File: config.mk
export PLATFORM = sky130hd
export DESIGN_NAME = trc_nib_serializer
export DESIGN_NICKNAME = d
export VERILOG_FILES = /design/src/rtl/trc_pkg.sv /design/src/rtl/trc_payload_fmt.sv /design/src/rtl/trc_nib_fifo.sv /design/src/rtl/trc_pst_seq.sv /design/src/rtl/trc_nib_serializer.sv
export SDC_FILE = /design/constraint.sdc
export NUM_CORES = 1
export LEC_CHECK = 0
export BUFFER_PORTS_ARGS = -buffer_cell sky130_fd_sc_hd__buf_2
export CAP_MARGIN = 0
export CORE_MARGIN = 5
export CORE_UTILIZATION = 55
export CTS_CLUSTER_SIZE = 12
export DETAILED_ROUTE_END_ITERATION = 7
export GPL_TIMING_DRIVEN = 0
export PLACE_DENSITY = 0.73
export SETUP_SLACK_MARGIN = 0.3
export SYNTH_ARGS = -nofsm -noshare
export SYNTH_HDL_FRONTEND = slang
export SYNTH_SLANG_ARGS = --single-unit
File: constraint.sdc
create_clock -name clk -period 4.85 [get_ports clk]
set_input_delay 0.485 -clock clk [delete_from_list [all_inputs] [get_ports clk]]
set_output_delay 0.485 -clock clk [all_outputs]
set_load 0.02 [all_outputs]
File: src/rtl/trc_pkg.sv
// Package: shared event kinds, fixed trace codes and byte-count helpers.
// Assumes one event kind per cycle and a byte-count range of 1 to 4.
package trc_pkg;

    localparam int NIB_W = 4;

    typedef enum logic [1:0] {
        EV_STATUS  = 2'd0,
        EV_BR_FIX  = 2'd1,
        EV_BR_COMP = 2'd2,
        EV_DWRITE  = 2'd3
    } ev_kind_t;

    localparam logic [NIB_W-1:0] PST_IDLE   = 4'h0;
    localparam logic [NIB_W-1:0] PST_BRANCH = 4'h5;
    localparam logic [NIB_W-1:0] MARK_BASE  = 4'h7;

    // Number of target bytes selected by the configuration field.
    function automatic logic [2:0] tgt_bytes(input logic [1:0] sel);
        case (sel)
            2'd0:    return 3'd2;
            2'd1:    return 3'd3;
            default: return 3'd4;
        endcase
    endfunction

    // Number of data bytes for a write operand size.
    function automatic logic [2:0] wr_bytes(input logic [1:0] sz);
        case (sz)
            2'd0:    return 3'd1;
            2'd1:    return 3'd2;
            default: return 3'd4;
        endcase
    endfunction

    // Marker code announcing a payload of the given byte count.
    function automatic logic [NIB_W-1:0] marker_for(input logic [2:0] nbytes);
        return MARK_BASE + {1'b0, nbytes};
    endfunction

endpackage

File: src/rtl/trc_payload_fmt.sv
// Payload formatter: derives the nibble count and marker code of the
// payload that the current event would queue.
// Assumes ADDR_W holds at least four bytes; the output only matters for
// computed branches and data writes.
module trc_payload_fmt
    import trc_pkg::*;
#(
    parameter int ADDR_W = 32,
    localparam int MAX_NIB = ADDR_W / NIB_W,
    localparam int NN_W = $clog2(MAX_NIB + 1)
) (
    input  ev_kind_t           kind_i,
    input  logic [1:0]         cfg_tgt_bytes_i,
    input  logic [1:0]         wr_size_i,
    output logic [NN_W-1:0]    nnib_o,
    output logic [NIB_W-1:0]   marker_o
);

    logic [2:0] nbytes;

    // Choose the byte count from the event kind.
    always_comb begin
        if (kind_i == EV_DWRITE) begin
            nbytes = wr_bytes(wr_size_i);
        end else begin
            nbytes = tgt_bytes(cfg_tgt_bytes_i);
        end
    end

    // Two nibbles per byte, marker from the byte count.
    always_comb begin
        nnib_o   = NN_W'({nbytes, 1'b0});
        marker_o = marker_for(nbytes);
    end

endmodule

File: src/rtl/trc_nib_fifo.sv
// Nibble queue: accepts up to MAX_NIB nibbles in one push, low nibble first.
// Pops one nibble per clock whenever it is non-empty.
// Assumes DEPTH is a power of two and the writer never pushes more than
// the reported free space.
module trc_nib_fifo
    import trc_pkg::*;
#(
    parameter int DEPTH  = 16,
    parameter int ADDR_W = 32,
    localparam int MAX_NIB = ADDR_W / NIB_W,
    localparam int NN_W  = $clog2(MAX_NIB + 1),
    localparam int PTR_W = $clog2(DEPTH),
    localparam int CNT_W = $clog2(DEPTH + 1)
) (
    input  logic              clk,
    input  logic              rst_n,
    input  logic [NN_W-1:0]   push_n_i,
    input  logic [ADDR_W-1:0] push_data_i,
    output logic [CNT_W-1:0]  free_o,
    output logic [NIB_W-1:0]  head_o
);

    logic [NIB_W-1:0] mem [DEPTH];
    logic [PTR_W-1:0] wr_ptr_q;
    logic [PTR_W-1:0] rd_ptr_q;
    logic [CNT_W-1:0] count_q;
    logic             pop;

    // A nibble leaves every cycle the queue holds one.
    always_comb begin
        pop    = (count_q != '0);
        free_o = CNT_W'(DEPTH) - count_q;
        head_o = pop ? mem[rd_ptr_q] : PST_IDLE;
    end

    // Store the pushed nibbles at consecutive slots.
    always_ff @(posedge clk) begin
        for (int i = 0; i < MAX_NIB; i++) begin
            if (i < int'(push_n_i)) begin
                mem[wr_ptr_q + PTR_W'(i)] <= push_data_i[NIB_W*i +: NIB_W];
            end
        end
    end

    // Move the pointers and the fill count.
    always_ff @(posedge clk) begin
        if (!rst_n) begin
            wr_ptr_q <= '0;
            rd_ptr_q <= '0;
            count_q  <= '0;
        end else begin
            wr_ptr_q <= wr_ptr_q + PTR_W'(push_n_i);
            rd_ptr_q <= rd_ptr_q + PTR_W'(pop);
            count_q  <= count_q + CNT_W'(push_n_i) - CNT_W'(pop);
        end
    end

    AST_NO_OVERFLOW: assert property (@(posedge clk) disable iff (!rst_n)
        count_q <= CNT_W'(DEPTH));
    AST_PUSH_FITS: assert property (@(posedge clk) disable iff (!rst_n)
        (push_n_i != '0) |-> (CNT_W'(push_n_i) <= free_o));
    AST_ONE_PER_CLOCK: assert property (@(posedge clk) disable iff (!rst_n)
        (count_q != '0 && push_n_i == '0) |=> (count_q == $past(count_q) - CNT_W'(1)));

endmodule

File: src/rtl/trc_pst_seq.sv
// Status sequencer: chooses the trace code for each cycle and holds a
// computed-branch payload until its marker slot.
// Decides when a payload may be pushed and when the core must stall.
// Assumes the core keeps its event stable while stall_o is high.
module trc_pst_seq
    import trc_pkg::*;
#(
    parameter int DEPTH  = 16,
    parameter int ADDR_W = 32,
    localparam int MAX_NIB = ADDR_W / NIB_W,
    localparam int NN_W  = $clog2(MAX_NIB + 1),
    localparam int CNT_W = $clog2(DEPTH + 1)
) (
    input  logic              clk,
    input  logic              rst_n,
    input  ev_kind_t          kind_i,
    input  logic [NIB_W-1:0]  code_i,
    input  logic [ADDR_W-1:0] addr_i,
    input  logic [NN_W-1:0]   cur_nnib_i,
    input  logic [NIB_W-1:0]  cur_mark_i,
    input  logic [CNT_W-1:0]  free_i,
    output logic [NN_W-1:0]   push_n_o,
    output logic [ADDR_W-1:0] push_data_o,
    output logic [NIB_W-1:0]  pst_o,
    output logic              stall_o
);

    logic [NIB_W-1:0]  pst_q;
    logic [NIB_W-1:0]  pst_d;
    logic              pend_q;
    logic [NN_W-1:0]   pend_nnib_q;
    logic [NIB_W-1:0]  pend_mark_q;
    logic [ADDR_W-1:0] pend_data_q;
    logic              pend_fit;
    logic              wr_fit;

    // Room checks against the space free before this cycle's pop.
    always_comb begin
        pend_fit = (CNT_W'(pend_nnib_q) <= free_i);
        wr_fit   = (CNT_W'(cur_nnib_i) <= free_i);
    end

    // Stall while a marker waits, or while a write does not fit.
    always_comb begin
        stall_o = pend_q || (kind_i == EV_DWRITE && !wr_fit);
    end

    // Select the payload to push this cycle, if any.
    always_comb begin
        push_n_o    = '0;
        push_data_o = addr_i;
        if (pend_q) begin
            push_data_o = pend_data_q;
            if (pend_fit) begin
                push_n_o = pend_nnib_q;
            end
        end else if (kind_i == EV_DWRITE && wr_fit) begin
            push_n_o = cur_nnib_i;
        end
    end

    // Next status code.
    always_comb begin
        if (pend_q) begin
            pst_d = pend_fit ? pend_mark_q : PST_IDLE;
        end else begin
            case (kind_i)
                EV_STATUS:  pst_d = code_i;
                EV_BR_FIX:  pst_d = PST_BRANCH;
                EV_BR_COMP: pst_d = PST_BRANCH;
                default:    pst_d = wr_fit ? cur_mark_i : PST_IDLE;
            endcase
        end
    end

    // Register the status code and the pending-marker flag.
    always_ff @(posedge clk) begin
        if (!rst_n) begin
            pst_q  <= PST_IDLE;
            pend_q <= 1'b0;
        end else begin
            pst_q  <= pst_d;
            pend_q <= pend_q ? !pend_fit : (kind_i == EV_BR_COMP);
        end
    end

    // Capture a computed-branch payload when the branch is accepted.
    always_ff @(posedge clk) begin
        if (!rst_n) begin
            pend_nnib_q <= '0;
            pend_mark_q <= PST_IDLE;
            pend_data_q <= '0;
        end else if (!pend_q && kind_i == EV_BR_COMP) begin
            pend_nnib_q <= cur_nnib_i;
            pend_mark_q <= cur_mark_i;
            pend_data_q <= addr_i;
        end
    end

    assign pst_o = pst_q;

    AST_MARKER_AFTER_BRANCH: assert property (@(posedge clk) disable iff (!rst_n)
        (pend_q && pend_fit) |=> (pst_q >= 4'h9 && pst_q <= 4'hB));
    AST_STALL_SHOWS_IDLE: assert property (@(posedge clk) disable iff (!rst_n)
        (stall_o && push_n_o == '0) |=> (pst_q == PST_IDLE));

endmodule

File: src/rtl/trc_nib_serializer.sv
// Trace serializer top: status codes on one 4-bit port and queued,
// nibble-serialized payloads on another.
// A core stall is raised when a payload cannot be queued whole.
// Assumes a 32-bit address and one event per cycle from the core.
module trc_nib_serializer
    import trc_pkg::*;
#(
    parameter int DEPTH  = 16,
    parameter int ADDR_W = 32,
    localparam int MAX_NIB = ADDR_W / NIB_W,
    localparam int NN_W  = $clog2(MAX_NIB + 1),
    localparam int CNT_W = $clog2(DEPTH + 1)
) (
    input  logic              clk,
    input  logic              rst_n,
    input  logic [1:0]        ev_kind_i,
    input  logic [3:0]        ev_code_i,
    input  logic [ADDR_W-1:0] ev_addr_i,
    input  logic [1:0]        cfg_tgt_bytes_i,
    input  logic [1:0]        wr_size_i,
    output logic [3:0]        pst_o,
    output logic [3:0]        ddata_o,
    output logic              stall_o
);

    ev_kind_t          kind;
    logic [NN_W-1:0]   cur_nnib;
    logic [NIB_W-1:0]  cur_mark;
    logic [NN_W-1:0]   push_n;
    logic [ADDR_W-1:0] push_data;
    logic [CNT_W-1:0]  free;

    assign kind = ev_kind_t'(ev_kind_i);

    trc_payload_fmt #(.ADDR_W(ADDR_W)) u_fmt (
        .kind_i          (kind),
        .cfg_tgt_bytes_i (cfg_tgt_bytes_i),
        .wr_size_i       (wr_size_i),
        .nnib_o          (cur_nnib),
        .marker_o        (cur_mark)
    );

    trc_pst_seq #(.DEPTH(DEPTH), .ADDR_W(ADDR_W)) u_seq (
        .clk         (clk),
        .rst_n       (rst_n),
        .kind_i      (kind),
        .code_i      (ev_code_i),
        .addr_i      (ev_addr_i),
        .cur_nnib_i  (cur_nnib),
        .cur_mark_i  (cur_mark),
        .free_i      (free),
        .push_n_o    (push_n),
        .push_data_o (push_data),
        .pst_o       (pst_o),
        .stall_o     (stall_o)
    );

    trc_nib_fifo #(.DEPTH(DEPTH), .ADDR_W(ADDR_W)) u_fifo (
        .clk         (clk),
        .rst_n       (rst_n),
        .push_n_i    (push_n),
        .push_data_i (push_data),
        .free_o      (free),
        .head_o      (ddata_o)
    );

    AST_FIXED_BRANCH_NO_PUSH: assert property (@(posedge clk) disable iff (!rst_n)
        (!stall_o && kind == EV_BR_FIX) |-> (push_n == '0));

endmodule

* Yosys cells after proc, flatten, opt, wreduce, memory -nomap -nowiden *
Memories as Yosys holds them, arrays and structs flattened. A register that Yosys moved wholly into a read port is not among the register bits.
Index checks and enable logic that the tools add are counted.

word-level totals
  bits in registers = 57
  bits of input ports = 44
  memories = 1
  RAM bits = 64
  output and inout port bits = 9

operators by class
  order comparisons = 10
  mux-type cells = 30
  reductions and logical operators = 12
  equal/unequal tests = 5
  add/sub/neg operators = 13

memories
  memory      words  width  rd ports  clocked after Yosys merged registers in  wr ports  line                source
  u_fifo.mem  16     4      1         1                                        8         trc_nib_fifo.sv:23  logic [NIB_W-1:0] mem [DEPTH];

operators by type and width
  operator                                           number
  two-way mux 32 bit                                 1
  two-way mux 4 bit                                  8
  two-way mux 1 bit                                  17
  adder 4 x 3 -> 4 bit, second input constant        4
  < comparator 3 x 4 -> 1 bit, first input constant  4
  case mux 3 bit (2 select lines)                    2
  <= comparator 4 x 5 -> 1 bit                       2
  adder 4 x 2 -> 4 bit, second input constant        2
  < comparator 1 x 4 -> 1 bit, first input constant  2
  < comparator 2 x 4 -> 1 bit, first input constant  2
  case mux 4 bit (2 select lines)                    1
  == test 2 x 1 -> 1 bit, second input constant      3
  zero test 2 bit                                    3
  adder 5 x 4 -> 5 bit                               1
  nonzero test 5 bit                                 1
  subtractor 5 x 1 -> 5 bit                          1
  subtractor 5 bit, first input constant             1
  adder 3 x 3 -> 4 bit, first input constant         1
  adder 4 x 1 -> 4 bit                               1
  adder 4 x 1 -> 4 bit, second input constant        1
  adder 4 bit                                        1
  == test 2 bit, second input constant               2
  logical AND 1 bit                                  3
  zero test 1 bit                                    3
  3 further kinds                                    3

* Longest topological paths before layout *
Gate-level depths: netlist of run 1.

  depth in word-level cells = 10
  depth in mapped cells = 18
  mapped depth without buffers = 16

* Modules after synthesis *
Synthesis of run 1 repeated with hierarchy kept, for this count alone.

unflattened totals
  cell total of the unflattened synthesis = 1,400
  area total of the unflattened synthesis = 11,472.3 um^2

by module, submodules not included
  module           cells an instance  area an instance (um^2)  times used
  trc_nib_fifo     1,088              8,846.0                  1
  trc_pst_seq      294                2,504.9                  1
  trc_payload_fmt  18                 121.4                    1

* Worst setup path after synthesis of run 1 *
No wires, ideal clock.

  kind = input -> register
  start point = input ev_kind_i[0]
  end point = memory u_fifo.mem[6][0] (enable)
  cell stages on the path = 12
  path buffers = 1
  path slack = 1.198 ns
  data required time = 4.493 ns
  data arrival time = 3.295 ns
  cell sequence = ha_1 > buf_4 > mux2i_1 > inv_1 > ha_1 > nand4b_2 > o2111ai_4 > a32o_4 > nand3_2 > a21boi_1 > nor2b_1 > o21ai_0

RTL lines
  element             line                      source
  start: declaration  trc_nib_serializer.sv:16  input logic [1:0] ev_kind_i,
  end: declaration    trc_nib_fifo.sv:23

==> results of run 1 <==
==> per-layer routing <==
metal  vias to the layer above  track usage [%]
met3                       135            9.327
met1                      3596            43.25
met2                       517            48.05
met5                         -                0
li1                       3321                -
met4                         0            19.43
==> area by class of cell <==
cell class	instances	area, um^2
diodes	1	2.502
plain buffers	52	276.5
clock buffers	18	450.4
clock inverters	14	132.6
fillers	1168	5273
inverters	33	146.4
multi-input cells	624	4657
flip-flops and latches	120	3043
well taps	184	230.2
repair buffers	53	267.8
==> worst register-to-register path, stage by stage (launching register included) <==
cell	delay, ns
dfxtp_1	0.37
inv_1	0.08
ha_1	0.22
xor2_1	0.19
ha_1	0.33
a211o_1	0.17
o2111ai_4	0.15
a32o_4	0.41
nand3_2	0.20
a21boi_1	0.40
nor2b_1	0.40
o21ai_0	0.52
==> report_power, final <==
group	internal [mW]	switching, mW	leakage [nW]
logic	0.640	0.980	2.06
registers	1.24	0.0548	1.04
clock network	0.744	0.502	0.286
total	2.63	1.54	3.39
==> worst max path at each step <==
| stage | slack (ns) | depth (start not counted) | endpoint | start |
|---|---|---|---|---|
| final | 0.70 | 13 | u_fifo.mem[6][2]$_DFFE_PP_ | ev_kind_i[0] |
| after global routing | 0.52 | 13 | u_fifo.mem[7][2]$_DFFE_PP_ | ev_kind_i[1] |
| after CTS | 0.87 | 13 | u_fifo.mem[6][2]$_DFFE_PP_ | ev_kind_i[1] |
| after detailed placement | 0.43 | 13 | u_fifo.mem[7][1]$_DFFE_PP_ | ev_kind_i[1] |
| after global placement | 0.53 | 13 | u_fifo.mem[7][3]$_DFFE_PP_ | ev_kind_i[0] |
| after floorplan | 1.20 | 12 | u_fifo.mem[6][0]$_DFFE_PP_ | ev_kind_i[0] |
==> metrics by stage <==
| stage | setup WS, ns | std cells | utilization [%] | hold WS, ns |
|---|---|---|---|---|
| 2_1_floorplan | 1.198 | 829 | - | 0.4400 |
| 3_3_place_gp | 0.5291 | 1065 | 59.41 | 0.4464 |
| 3_5_place_dp | 0.4319 | 1065 | 59.41 | 0.4600 |
| 4_1_cts | 0.8700 | 1097 | 63.44 | 0.3053 |
| 5_1_grt | 0.5157 | 1098 | 63.57 | 0.3150 |
| 6_report | 0.7026 | 1099 | 63.58 | 0.3131 |
==> synthesized netlist by cell type (all sizes together) (3+ instances only) <==
cell type,number,area [um^2]
nand3,12,77.58
and3,3,18.77
a21oi,33,180.2
nand2,142,533.0
nor2b,8,57.55
dfxtp,56,1121
xor2,5,43.79
a221oi,4,41.29
o22ai,34,212.7
a211oi,6,87.58
a21o,4,30.03
and2,18,115.1
ha,25,312.8
o2111ai,3,43.80
o211a,4,40.04
a221o,14,140.1
o31ai,3,27.52
o31a,3,26.28
o221ai,21,183.9
nor3,13,70.07
a31oi,22,167.7
o211ai,25,206.5
a22oi,28,210.2
nand4,4,25.02
mux4,20,450.4
nand4b,4,41.29
mux2i,26,260.3
nand2b,3,18.77
o21ai,17,100.1
xnor2,9,78.83
a21boi,38,285.3
nor2,36,135.1
inv,31,126.4
mux2,23,259.0
clkbuf,22,82.58
edfxtp,64,1922
buf,30,193.9
==> flip-flops by register name (all words and copies together) (netlist names) <==
signal             cells
u_fifo.count_q         5
u_fifo.mem            64
u_fifo.rd_ptr_q        4
u_fifo.wr_ptr_q        3
u_seq.pend_data_q     32
u_seq.pend_mark_q      4
u_seq.pend_nnib_q      3
u_seq.pend_q           1
u_seq.pst_o            4
==> cells by family (layout without fill, tap and decap cells) <==
family                     after synthesis  count (layout)  synth area share (%)
AOI/OAI and AO/OA                      269             269                 25.84
and+or+nand+nor                        245             245                 13.62
DFF                                    120             120                 37.51
buffers and inverters                   85             170                 5.214
muxes                                   69              69                 11.95
adders and majority gates               27              27                 4.350
xor gates and xnor gates                14              14                 1.512
other                                    0               1                     0
==> impl_metrics.ini, run 1 <==
[status]
outcome = complete, but fails checks
violations = design-rule violations

[route]
drc = 1
wl_met3_mm = 3.199
vias = 7569
drtIter0Drc = 1077
met2_length_mm = 12.50
ant_nets = 0
maxUsedRoutingLayer = met4
wl_met1_mm = 11.46
via_per_inst = 6.887
drtPass1Iterations = 8
wl_per_cell_um = 26.25
routed_wirelength_mm = 28.85

[clock_network]
cts_setup_buffers = 0
cts_sinks = 120
clkTransAtPathRegs_ns = 0.06
cts_max_level = 4
cts_tree = built
cts_made_buffers = 17
root_buffer = clkbuf_16
clk_latency_ns = 0.43
cts_resized = 0
holdBufCountCts = 0
clk_path_buf_depth = 2

[critical_path]
reg2reg_slack_ns = 0.99
reg2reg_depth = 11
worstPathMaxFanout = 10
cp.arrival_ns = 4.16
r2r_end = u_fifo.mem[6][2]$_DFFE_PP_
startpoint_type = primary input
slowest_delay_ns = 0.56
cp_data_required_time_ns = 4.86
r2r_start = u_fifo.count_q[0]$_SDFF_PN0_
worstSetupEndpointType = flip-flop
critPathTopFamily = compound AO/OA/AOI/OAI gates
path_cells = buf_2 -> ha_1 -> buf_4 -> a22oi_1 -> inv_1 -> ha_1 -> nand4b_2 -> o2111ai_4 -> a32o_4 -> nand3_2 -> a21boi_1 -> nor2b_1 -> o21ai_0
worstPathBufferInverterCount = 3
crit_top_cell = ha_1
worstSetupPathType = in2reg
critical_path.slowest_cell = a22oi_1

[power_and_ir_drop]
finalPower_mw = 4.164
p_leak_nw = 3.390
power_density_mw_per_mm2 = 452.3
ir_drop_mv = 0.3509

[worst_hold_path]
holdPathEnd = u_seq.pend_data_q[14]$_SDFFE_PN0P_
hold_class = in2reg
hold_path_depth = 3
min_from = ev_addr_i[14]

[global_routing]
antenna_found_initial = 0
overflow = 0
track_usage_pct = 32.80
grt_first_pass_wirelength_mm = 43.19
grt_max_degree = 17
grt_pass1_vias = 7286

[placement]
dpl-instance-area_mm2 = 0.008602
port_buffers = 52
dp_hpwl_mm = 20.87
gp_congestion = 1.082

[layout]
mostFrequentLayoutCell = nand2_1
final_cell_mix = nand2_1, buf_2, edfxtp_1, dfxtp_1, nor2_1
area_growth_pct = 13.50
final_area_mm2 = 0.009206
nets = 972
drive_above_1_share_pct = 20.13

[yosys]
netlist_area_mm2 = 0.008112
async_flop_share_pct = 0
synth_nets = 900
ys_ff_latch = 120
synth-edff-count = 64
yosysUniqueCellTypes = 75
ys.flop_type = edfxtp_1
syn_avg_cell_area_um2 = 9.785
ys_seq_area_share_pct = 37.51
ys_warn_count = 0
syn_inst = 829

[timing]
worst-slew-pin-transition_ns = 1.359
setup-tns-final_ns = 0
period_share_pct = 85.51
rsz0062_at_grt = false
fin_crit_ns = 4.147
finalHoldViolations = 0
skew_ns = 0.005987
max_slew_margin_pct = 6.774
drv_slew = 0
report.final.setup_viol = 0
fmax_mhz = 241.1

[floorplan]
io_pins = 53
start_util_pct = 56.02
dieArea_mm2 = 0.01728
die_x_um = 131.4
core_area_mm2 = 0.01448
fp.dieH_um = 131.4
fp-row-count = 44

[flow_run]
max_cap_viol_count = 0
Note: power is estimated with default switching activity, not from simulation.
==> inputs of run 2 (changes only) <==
ABC_AREA = 1   (was not set)
SKIP_CTS_REPAIR_TIMING = 1   (was not set)
==> impl_metrics.ini, run 2 <==
[layout]
top_register = u_fifo.mem
diodes = 0
final-instance-count-excl-fill = 1498
num-fill-cells = 1422
area_growth_pct = 12.86
largest_reg_flops = 64
reg_top3 = u_fifo.mem x64, u_seq.pend_data_q x32, u_fifo.count_q x5
final_area_mm2 = 0.009419
mostFrequentLayoutCell = nand2_1
nets = 1368
postLayoutCoreUtil_pct = 62.66
final_cell_mix = nand2_1, inv_1, o21ai_0, nand3_1, nor2_1
drive_above_1_share_pct = 9.924

[critical_path]
worstSetupPathType = in2reg
setup.worst_path.start = ev_kind_i[0]
startpoint_type = primary input
cp.arrival_ns = 3.52
critical_path.slowest_cell = nand4_1
slowest_delay_ns = 0.48
r2r_start = u_fifo.count_q[0]$_SDFF_PN0_
worstPathMaxFanout = 10
path_cells = buf_2 -> ha_1 -> inv_2 -> nand2_1 -> o21ai_2 -> inv_1 -> ha_1 -> nand2_1 -> inv_1 -> nand2_1 -> nand2_1 -> nand2_1 -> nand3_1 -> nand2_4 -> inv_4 -> nand2_4 -> nand2_1 -> buf_2 -> nand4_1
cp_data_required_time_ns = 4.84
crit_top_cell = nand2_1
worstSetupEndpointType = flip-flop

[clock_network]
cts_tree = built
cts_made_buffers = 17
clk_latency_ns = 0.43
root_buffer = clkbuf_16
cts_sinks = 120
cts_max_level = 4
clkTransAtPathRegs_ns = 0.06
clk_path_buf_depth = 2

[floorplan]
die_x_um = 133.2
io_pins = 53
start_util_pct = 55.51
fp.dieH_um = 133.2
fp-row-count = 45
core_area_mm2 = 0.01503
dieArea_mm2 = 0.01774

[power_and_ir_drop]
power_density_mw_per_mm2 = 454.0
p_leak_nw = 4.357
pwr-share-seq_pct = 31.1
power_frac_comb_pct = 39.7
swShare_pct = 40.90
ir_drop_mv = 0.2415
clockPowerShare_pct = 29.1
p_int_mw = 2.527
switchingPower_mw = 1.749

[route]
wl_per_cell_um = 19.57
ant_nets = 0
drc = 0
drtIter0Drc = 1369
drtPass1Iterations = 7
via_per_inst = 6.033
routed_wirelength_mm = 29.31
vias = 9038

[timing]
period_share_pct = 72.78
worst-slew-pin-transition_ns = 1.135
setup-tns-final_ns = 0
drv_slew = 0
max_slew_margin_pct = 23.85
fin_crit_ns = 3.530
skew_ns = 0.01297
finalHoldViolations = 0
rsz0062_at_grt = false
fmax_mhz = 283.3
report.final.setup_viol = 0

[yosys]
synth_common_cells = nand2_1, inv_1, o21ai_0
yosysTopAreaCell = edfxtp_1
ys_ff_latch = 120
synth_top_area_share_pct = 23.03
yosysMostFrequentCell = nand2_1
netlist_area_mm2 = 0.008346
ys_seq_area_share_pct = 36.46
ys.flop_type = edfxtp_1
synth_nets = 1298
synth_area_leaders = edfxtp_1, nand2_1, dfxtp_1
yosysUniqueCellTypes = 35
syn_avg_cell_area_um2 = 6.802
synth-edff-count = 64
syn_inst = 1227
ys_warn_count = 0
async_flop_share_pct = 0

[placement]
dpl-instance-area_mm2 = 0.008836
dp_hpwl_mm = 22.30
place_inst = 1466
port_buffers = 51
gp_congestion = 1.031

[flow_run]
max_cap_viol_count = 0

[global_routing]
overflow = 0
grt_pass1_vias = 7891
track_usage_pct = 32.61
grt_first_pass_wirelength_mm = 44.68
antenna_found_initial = 0
grt_max_degree = 17

[worst_hold_path]
min_from = ev_addr_i[9]
hold_class = in2reg

[status]
outcome = finished clean
run 2: power by group through the flow:
stage	Clock (mW)	Sequential (mW)	Combinational [mW]
2_1_floorplan	0	1.34	1.13
3_3_place_gp	0	1.35	1.61
3_5_place_dp	0	1.35	1.64
4_1_cts	1.25	1.33	1.66
5_1_grt	1.29	1.35	1.88
6_report	1.25	1.33	1.70
run 2: final cells by class:
| class | count | area (um^2) | area share [%] |
|---|---|---|---|
| repair buffers | 51 | 255.2 | 2.710 |
| clock buffers | 20 | 467.9 | 4.968 |
| clock inverters | 12 | 115.1 | 1.222 |
| inverters | 145 | 546.8 | 5.805 |
| flip-flops and latches | 120 | 3043 | 32.31 |
| multi-input cells | 903 | 4462 | 47.37 |
| well taps | 188 | 235.2 | 2.497 |
| plain buffers | 59 | 294.0 | 3.122 |
run 2: final timing paths:
kind / cells after the start / slack (ns) / endpoint
max: 19 / 1.32 / u_fifo.mem[12][0]$_DFFE_PP_
min reg2reg: 2 / 0.45 / u_seq.pend_data_q[3]$_SDFFE_PN0P_
max reg2reg: 16 / 1.32 / u_fifo.mem[12][0]$_DFFE_PP_
min: 3 / 0.35 / u_seq.pend_data_q[9]$_SDFFE_PN0P_
run 2: per-stage QoR:
| step | total power [mW] | hold WS [ns] | setup slack (ns) |
|---|---|---|---|
| 3_5_place_dp | 2.993 | 0.4435 | 1.049 |
| 2_1_floorplan | 2.470 | 0.4292 | 1.751 |
| 5_1_grt | 4.516 | 0.3621 | 1.100 |
| 4_1_cts | 4.238 | 0.3395 | 1.423 |
| 6_report | 4.276 | 0.3492 | 1.320 |
| 3_3_place_gp | 2.963 | 0.4384 | 1.080 |
run 2: cell families (layout without fill, tap and decap cells):
logic type      count (synthesis)  in the layout  share of synthesized area [%]
simple gates                  589            589                          30.04
compound gates                280            280                          18.46
buf+inv                       204            287                          10.07
flops                         120            120                          36.46
fa+ha+maj                      27             27                          4.228
xor+xnor                        7              7                         0.7346
run 2: critical path, delay by kind of cell:
kind            cells  cell delay, ns
simple gates       10            1.46
buf+inv             6            0.87
fa+ha+maj           2            0.57
compound gates      1            0.12
run 2: layer usage:
layer	GRT usage (%)	routed length [um]	up-vias
met2	48.05	12630	567
met3	6.609	3250	64
met5	0	0	-
li1	-	-	4271
met1	48.69	12920	4136
met4	9.086	507	0
